$ cat config.mk
export PLATFORM = sky130hd
export DESIGN_NAME = mbox_irq_ctrl
export DESIGN_NICKNAME = d
export VERILOG_FILES = /design/src/rtl/mbox_irq_pkg.sv /design/src/rtl/mbox_thr_reg.sv /design/src/rtl/mbox_lvl_edge.sv /design/src/rtl/mbox_irq_status.sv /design/src/rtl/mbox_irq_ctrl.sv
export SDC_FILE = /design/constraint.sdc
export NUM_CORES = 1
export LEC_CHECK = 0
export ABC_AREA = 1
export CORE_MARGIN = 2
export CORE_UTILIZATION = 38
export DETAILED_ROUTE_END_ITERATION = 8
export PLACE_DENSITY = 0.82
export SYNTH_ARGS = -nofsm -noshare
export SYNTH_HDL_FRONTEND = slang
export SYNTH_HIERARCHICAL = 1
export SYNTH_SLANG_ARGS = --single-unit
$ cat constraint.sdc
create_clock -name clk -period 1.7 [get_ports clk]
set_clock_uncertainty 0.2 [all_clocks]
set_input_delay 0.255 -clock clk [delete_from_list [all_inputs] [get_ports clk]]
set_output_delay 0.255 -clock clk [all_outputs]
set_load 0.02 [all_outputs]
$ cat src/rtl/mbox_irq_pkg.sv
package mbox_irq_pkg;
  // register byte offsets
  localparam int OFS_SEND_THR = 'h18;
  localparam int OFS_RECV_THR = 'h1C;
  localparam int OFS_STATUS   = 'h20;
  localparam int OFS_ENABLE   = 'h24;
  localparam int OFS_PENDING  = 'h28;

  // event bit positions, shared by status, enable and pending
  localparam int EV_SEND = 0;
  localparam int EV_RECV = 1;
  localparam int EV_ERR  = 2;
  localparam int NUM_EV  = 3;

  // comparator selection for a level/threshold watcher
  typedef enum logic {CMP_AT_OR_BELOW = 1'b0, CMP_ABOVE = 1'b1} cmp_mode_e;

  function automatic logic send_active(input int unsigned lvl, input int unsigned thr);
    return lvl <= thr;
  endfunction

  function automatic logic recv_active(input int unsigned lvl, input int unsigned thr);
    return lvl > thr;
  endfunction

  // next status: set wins over write-one-to-clear
  function automatic logic [NUM_EV-1:0] status_next(input logic [NUM_EV-1:0] cur,
                                                    input logic [NUM_EV-1:0] clr,
                                                    input logic [NUM_EV-1:0] set);
    return (cur & ~clr) | set;
  endfunction
endpackage

$ cat src/rtl/mbox_thr_reg.sv
module mbox_thr_reg #(
  parameter int THR_W = 4
) (
  input  logic             clk,
  input  logic             rst_n,
  input  logic             wr_en,
  input  logic [THR_W-1:0] wdata,
  output logic [THR_W-1:0] thr_o
);
  always_ff @(posedge clk) begin
    if (!rst_n)     thr_o <= '0;
    else if (wr_en) thr_o <= wdata;
  end
endmodule

$ cat src/rtl/mbox_lvl_edge.sv
module mbox_lvl_edge
  import mbox_irq_pkg::*;
#(
  parameter int        LVL_W = 5,
  parameter int        THR_W = 4,
  parameter cmp_mode_e MODE  = CMP_AT_OR_BELOW
) (
  input  logic             clk,
  input  logic             rst_n,
  input  logic [LVL_W-1:0] lvl,
  input  logic [THR_W-1:0] thr,
  output logic             active_o,
  output logic             rise_o
);
  logic active_q;

  generate
    if (MODE == CMP_AT_OR_BELOW) begin : g_below
      assign active_o = send_active(32'(lvl), 32'(thr));
    end else begin : g_above
      assign active_o = recv_active(32'(lvl), 32'(thr));
    end
  endgenerate

  // during reset the history follows the live condition, so the
  // first cycle after reset sees no artificial edge
  always_ff @(posedge clk) begin
    if (!rst_n) active_q <= active_o;
    else        active_q <= active_o;
  end

  assign rise_o = rst_n && active_o && !active_q;
endmodule

$ cat src/rtl/mbox_irq_status.sv
module mbox_irq_status
  import mbox_irq_pkg::*;
#(
  parameter int N = NUM_EV
) (
  input  logic         clk,
  input  logic         rst_n,
  input  logic [N-1:0] set_i,
  input  logic         st_wr,
  input  logic         en_wr,
  input  logic [N-1:0] wbits,
  output logic [N-1:0] status_o,
  output logic [N-1:0] enable_o,
  output logic [N-1:0] pending_o
);
  logic [N-1:0] clr;
  assign clr = st_wr ? wbits : '0;

  always_ff @(posedge clk) begin
    if (!rst_n) begin
      status_o <= '0;
      enable_o <= '0;
    end else begin
      status_o <= status_next(status_o, clr, set_i);
      if (en_wr) enable_o <= wbits;
    end
  end

  assign pending_o = status_o & enable_o;
endmodule

$ cat src/rtl/mbox_irq_ctrl.sv
module mbox_irq_ctrl
  import mbox_irq_pkg::*;
#(
  parameter int DEPTH  = 16,
  parameter int ERR_W  = 2,
  parameter int ADDR_W = 8,
  parameter int DATA_W = 32,
  localparam int LVL_W = $clog2(DEPTH + 1),
  localparam int THR_W = $clog2(DEPTH)
) (
  input  logic              clk,
  input  logic              rst_n,
  input  logic [LVL_W-1:0]  send_lvl,
  input  logic [LVL_W-1:0]  recv_lvl,
  input  logic [ERR_W-1:0]  err_flags,
  input  logic              bus_wr,
  input  logic [ADDR_W-1:0] bus_addr,
  input  logic [DATA_W-1:0] bus_wdata,
  output logic [DATA_W-1:0] bus_rdata,
  output logic              irq_o
);
  // named internal events, observed by the bound checker
  logic             wr_send_thr, wr_recv_thr, wr_status, wr_enable;
  logic [THR_W-1:0] send_thr, recv_thr;
  logic             send_act, recv_act, send_rise, recv_rise, err_any;
  logic [NUM_EV-1:0] ev_set, status_q, enable_q, pending;

  assign wr_send_thr = bus_wr && (bus_addr == ADDR_W'(OFS_SEND_THR));
  assign wr_recv_thr = bus_wr && (bus_addr == ADDR_W'(OFS_RECV_THR));
  assign wr_status   = bus_wr && (bus_addr == ADDR_W'(OFS_STATUS));
  assign wr_enable   = bus_wr && (bus_addr == ADDR_W'(OFS_ENABLE));

  mbox_thr_reg #(.THR_W(THR_W)) u_send_thr (
    .clk(clk), .rst_n(rst_n), .wr_en(wr_send_thr),
    .wdata(bus_wdata[THR_W-1:0]), .thr_o(send_thr)
  );

  mbox_thr_reg #(.THR_W(THR_W)) u_recv_thr (
    .clk(clk), .rst_n(rst_n), .wr_en(wr_recv_thr),
    .wdata(bus_wdata[THR_W-1:0]), .thr_o(recv_thr)
  );

  mbox_lvl_edge #(.LVL_W(LVL_W), .THR_W(THR_W), .MODE(CMP_AT_OR_BELOW)) u_send_edge (
    .clk(clk), .rst_n(rst_n), .lvl(send_lvl), .thr(send_thr),
    .active_o(send_act), .rise_o(send_rise)
  );

  mbox_lvl_edge #(.LVL_W(LVL_W), .THR_W(THR_W), .MODE(CMP_ABOVE)) u_recv_edge (
    .clk(clk), .rst_n(rst_n), .lvl(recv_lvl), .thr(recv_thr),
    .active_o(recv_act), .rise_o(recv_rise)
  );

  assign err_any = |err_flags;

  always_comb begin
    ev_set          = '0;
    ev_set[EV_SEND] = send_rise;
    ev_set[EV_RECV] = recv_rise;
    ev_set[EV_ERR]  = err_any;
  end

  mbox_irq_status #(.N(NUM_EV)) u_status (
    .clk(clk), .rst_n(rst_n), .set_i(ev_set),
    .st_wr(wr_status), .en_wr(wr_enable), .wbits(bus_wdata[NUM_EV-1:0]),
    .status_o(status_q), .enable_o(enable_q), .pending_o(pending)
  );

  always_comb begin
    bus_rdata = '0;
    case (int'(bus_addr))
      OFS_SEND_THR: bus_rdata = DATA_W'(send_thr);
      OFS_RECV_THR: bus_rdata = DATA_W'(recv_thr);
      OFS_STATUS:   bus_rdata = DATA_W'(status_q);
      OFS_ENABLE:   bus_rdata = DATA_W'(enable_q);
      OFS_PENDING:  bus_rdata = DATA_W'(pending);
      default:      bus_rdata = '0;
    endcase
  end

  assign irq_o = |pending;
endmodule

Yosys cells after proc, flatten, opt, wreduce, memory -nomap -nowiden
Index checks and enable logic that the tools add are counted.

Order comparisons: 2. Eq/ne operators: 5. Mux-type cells: 2. Bitwise gates (word level): 4. Reductions and logical operators: 12.

Operators with widths (count): 8-bit by 6-bit equality test with 1-bit output (second input constant) (3); 4-bit case mux with 5 select lines (1); 8-bit by 5-bit equality test with 1-bit output (second input constant) (2); 1-bit logical AND (8); 3-bit bitwise AND (2); 5-bit by 4-bit > comparator with 1-bit output (1); 5-bit by 4-bit less-or-equal comparator with 1-bit output (1); 3-bit two-way mux (1); 3-bit inverter (1); 3-bit bitwise OR (1); 3-bit OR reduction (1); 1-bit zero test (2); 2-bit OR reduction (1).

Flip-flop bits (word level): 16. Input bits: 55. Output and inout port bits: 33. Logic and storage cells: 31.

Logic depth before layout (Yosys ltp)
Depth after elaboration: 6. Gate-level depth with buffers: 10. Depth with buffers taken out: 10.

By module
The synthesis kept the hierarchy.

Modules (own cells, without submodules): mbox_irq_ctrl (times used 1, cells an instance 101, area each 546.8 sq um); mbox_thr_reg (times used 2, cells an instance 25, area each 166.4 sq um); mbox_irq_status (times used 1, cells an instance 35, area each 236.5 sq um); mbox_lvl_edge at u_recv_edge (times used 1, cells an instance 27, area each 178.9 sq um); mbox_lvl_edge at u_send_edge (times used 1, cells an instance 27, area each 160.2 sq um).

Worst setup path before layout
OpenSTA, ideal clock, no wires.

Kind: register to register. Start: register u_send_thr.thr_o[3]. End: register u_status.status_o[0]. Arrival time: 1.161 ns. Required time: 1.430 ns. Setup slack: 0.270 ns. Cell stages (with the launch flop): 10. Path buffers: 0. Clock period less this slack: 1.430 ns. Cells stage by stage: dfxtp_1 > inv_1 > ha_1 > nand2_1 > nor2_1 > nor2_1 > nand2_1 > a21oi_2 > inv_1 > a21oi_1.

Cells in the longest elaborated chain, start to end: 4.

RTL lines: start, declared (line mbox_thr_reg.sv:8) `output logic [THR_W-1:0] thr_o`; start signal, assigned (line mbox_thr_reg.sv:12) `else if (wr_en) thr_o <= wdata;`; 5-bit by 4-bit less-or-equal comparator with 1-bit output (line mbox_irq_pkg.sv:19) `return lvl <= thr;`; 1-bit logical AND (2 in series) (line mbox_lvl_edge.sv:32) `assign rise_o = rst_n && active_o && !active_q;`; net send_rise (line mbox_irq_ctrl.sv:25) `logic send_act, recv_act, send_rise, recv_rise, err_any;`; 3-bit bitwise OR (line mbox_irq_pkg.sv:30) `return (cur & ~clr) | set;`; end signal, assigned (line mbox_irq_status.sv:24) `status_o <= status_next(status_o, clr, set_i);`; end, declared (line mbox_irq_status.sv:12) `output logic [N-1:0] status_o,`.

The timed path passes the listed nets, and every way through them passes these cells. A chain may end at the register's enable or synchronous reset.

Worst setup path after layout
Start: register u_status.status_o[2]. End: output port bus_rdata[2].

Cells in the longest elaborated chain, start to end: 2.

RTL lines: 3-bit bitwise AND (line mbox_irq_status.sv:29) `assign pending_o = status_o & enable_o;`; net pending[2] (line mbox_irq_ctrl.sv:26) `logic [NUM_EV-1:0] ev_set, status_q, enable_q, pending;`; 4-bit case mux with 5 select lines (line mbox_irq_ctrl.sv:70) `case (int'(bus_addr))`; end, declared (line mbox_irq_ctrl.sv:19) `output logic [DATA_W-1:0] bus_rdata,`.

The timed path passes the listed nets, and every way through them passes these cells.

==> results.ini <==
[outcome]
status = completed

[synth]
yosys-top-cells-count = nand2_1, inv_1, nor2_1
syn_area_mm2 = 0.00146
synthSimpleGateAreaFrac_pct = 38.3
yosysMostFrequentCell = nand2_1
synth_top_family_by_area = simple AND/OR/NAND/NOR gates
synth_edf_count = 0
ys_seq_elements = 16
ys.flop_type = dfxtp_1
synthAdderAreaFrac_pct = 6.88
synth_warnings = 6
yosysTopAreaCell = dfxtp_1
yosysUniqueCellTypes = 19
synth-compound-area-share_pct = 2.67
yosys-mux-area-fraction_pct = 0
synthesis.instances = 240
yosysSeqAreaShare_pct = 22.0
avgSynthCellArea_um2 = 6.06
synth_top_area_share_pct = 22.0
synth_xor_area_share_pct = 0
synthTopCellsByArea = dfxtp_1, buf_4, nand2_1, inv_1, nor2_1
async_flop_share_pct = 0

[global_routing]
grtUsageMet2_pct = 26.3
overflow = 0
use_met1_pct = 17.4
grt_util_all_layers_pct = 14.4
first_global_vias = 1261
grt_start_max_net_pins = 10
grt_pass1_wl_mm = 5.02
antenna_found_initial = 0
busiest_layer = met2
gr-usage-met3_pct = 2.21

[power_and_ir_drop]
p_int_mw = 0.669
p_leak_nw = 0.973
combPwrFrac_pct = 23.2
p_per_area_mw_per_mm2 = 510
seq_power_share_pct = 41.6
swShare_pct = 28.3
p_sw_mw = 0.265
clkPwrFrac_pct = 35.2
ir_drop_uv = 239

[clock_tree]
cts_tree = yes
clk_path_buf_depth = 2
cts_sinks = 16
clockRootBuffer = clkbuf_8
clk_latency_ns = 0.24
cts_made_buffers = 3
path_clk_slew_ns = 0.06
h-tree-depth = 1

[critical_path]
r2r_slack_ns = 0.13
path_class = flip-flop to output pin
cp_max_fo = 3
worstPathArrival_ns = 1.14
crit_path_start_kind = flip-flop
endpoint_kind = output pin
critical_path_required_ns = 1.24

[sta]
clock.fmax_mhz = 628
min_period_over_period_pct = 93.7
rsz0062_at_grt = true
worst_slack_ns = 0.107
setup_violations = 0
finalSetupTns_ns = 0
maxSlewViolCount = 0
hold_viol_final = 0
timing.final.crit_period_ns = 1.59

[cells_and_area]
fin_nets = 347
syn2layout_area_growth_pct = 25.8
final_cells = 331
postLayoutCoreUtil_pct = 50.0
drive_gt1_share_pct = 21.2
antenna_cells = 0

[drt]
drt_iter0_markers = 78
vias = 1363
drcViolationCount = 0
ant_nets = 0
avgViaCountPerCell = 4.12
first_pass_iters = 5
wire_per_inst_um = 8.93
wl_mm = 2.96

[worst_hold_path]
hold_path.class = flip-flop to flip-flop

[floorplan]
io_pins = 88
die_h_um = 65.9
row_count = 22
core_area_mm2 = 0.00366
die_area_mm2 = 0.00434
die_w_um = 65.9
initial_core_util_pct = 39.7

[placement]
dp_hpwl_mm = 2.35
gp_congestion = 0.857
post-place-cells = 325
numPortBuffers = 31
pre_cts_ws_ns = -0.705

[flow_run]
max_cap_violations = 0

[worst max-delay path, cell delays in order, from the launching register on]
cell and delay (ns):
dfxtp_2 0.33, nand2_1 0.07, inv_1 0.06, nand3_1 0.08
nand2_1 0.05, nor2_1 0.10, nand2_1 0.06, buf_4 0.15
[power by group through the flow]
| stage | combinational, mW | clock [mW] | sequential, mW |
|---|---|---|---|
| global placement | 0.208 | 0 | 0.396 |
| detailed placement | 0.212 | 0 | 0.396 |
| CTS | 0.216 | 0.335 | 0.388 |
| floorplan | 0.176 | 0 | 0.394 |
| finish | 0.217 | 0.328 | 0.388 |
| global route | 0.241 | 0.356 | 0.389 |
[cell usage in the layout, fill, tap and decap left out]
master	count
nand2_2	6
nand2_1	52
or2_2	1
buf_4	12
dfxtp_2	3
dfxtp_1	13
o21ai_0	3
nor2_2	4
nor2_4	8
nand3_2	2
inv_1	46
nand3_1	17
a21oi_1	3
clkdlybuf4s50_1	18
clkbuf_8	4
nor2_1	35
ha_1	8
buf_6	2
buf_2	1
nand2_4	2
inv_2	5
a21oi_2	1
clkbuf_2	9
conb_1	28
[through the flow]
stage                     hold WS, ns  area (um^2)  total power [mW]
after floorplan                 0.175         1560             0.570
after global placement          0.275         1760             0.604
after detailed placement        0.283         1760             0.608
after CTS                       0.293         1840             0.938
after global routing            0.301         1830             0.986
final                           0.277         1830             0.933
[logic make-up (layout without fill, tap and decap cells)]
kind of cell | Yosys count | after routing
AOI/OAI and AO/OA | 7 | 7
adders and majority gates | 8 | 8
buffers and inverters | 82 | 97
DFF | 16 | 16
other | 1 | 28
and+or+nand+nor | 126 | 127
[area by class of cell]
class / count / area [um^2]
Clock buffer: 4 / 55.1
Inverter: 51 / 191
Timing Repair Buffer: 42 / 343
Sequential cell: 16 / 324
Fill cell: 387 / 1830
Multi-Input combinational cell: 170 / 857
Tap cell: 48 / 60.1
[what timing repair did]
action / CTS / global route
pin swaps: 9 / 9
hold buffers: 0 / 0
resized for setup: 45 / 22
cloned: 1 / 0
setup endpoints to repair: 6 / 6
buffers inserted: 2 / 0
[sequential cells by signal, indices dropped and copies added (netlist names)]
register / count
u_recv_edge/active_q: 1
u_recv_thr/thr_o: 4
u_send_edge/active_q: 1
u_send_thr/thr_o: 4
u_status/status_o: 3
u_status/enable_o: 3
[path summary, 6_finish.rpt]
| kind | end | startpoint | depth (start not counted) |
|---|---|---|---|
| worst max-delay path | bus_rdata[2] | u_status/status_o[2] | 7 |
| worst min-delay path | u_status/status_o[2] | u_status/status_o[2] | 2 |
| worst max register to register | u_status/status_o[0] | u_send_thr/thr_o[3] | 9 |
| worst min register to register | u_status/status_o[2] | u_status/status_o[2] | 2 |
[metal layers]
layer / up-vias / wire length [um]
li1: 732 / -
met5: - / 0
met1: 578 / 1310
met4: 0 / 23
met2: 47 / 1430
met3: 6 / 190
Power figures use the tool's default switching activity.
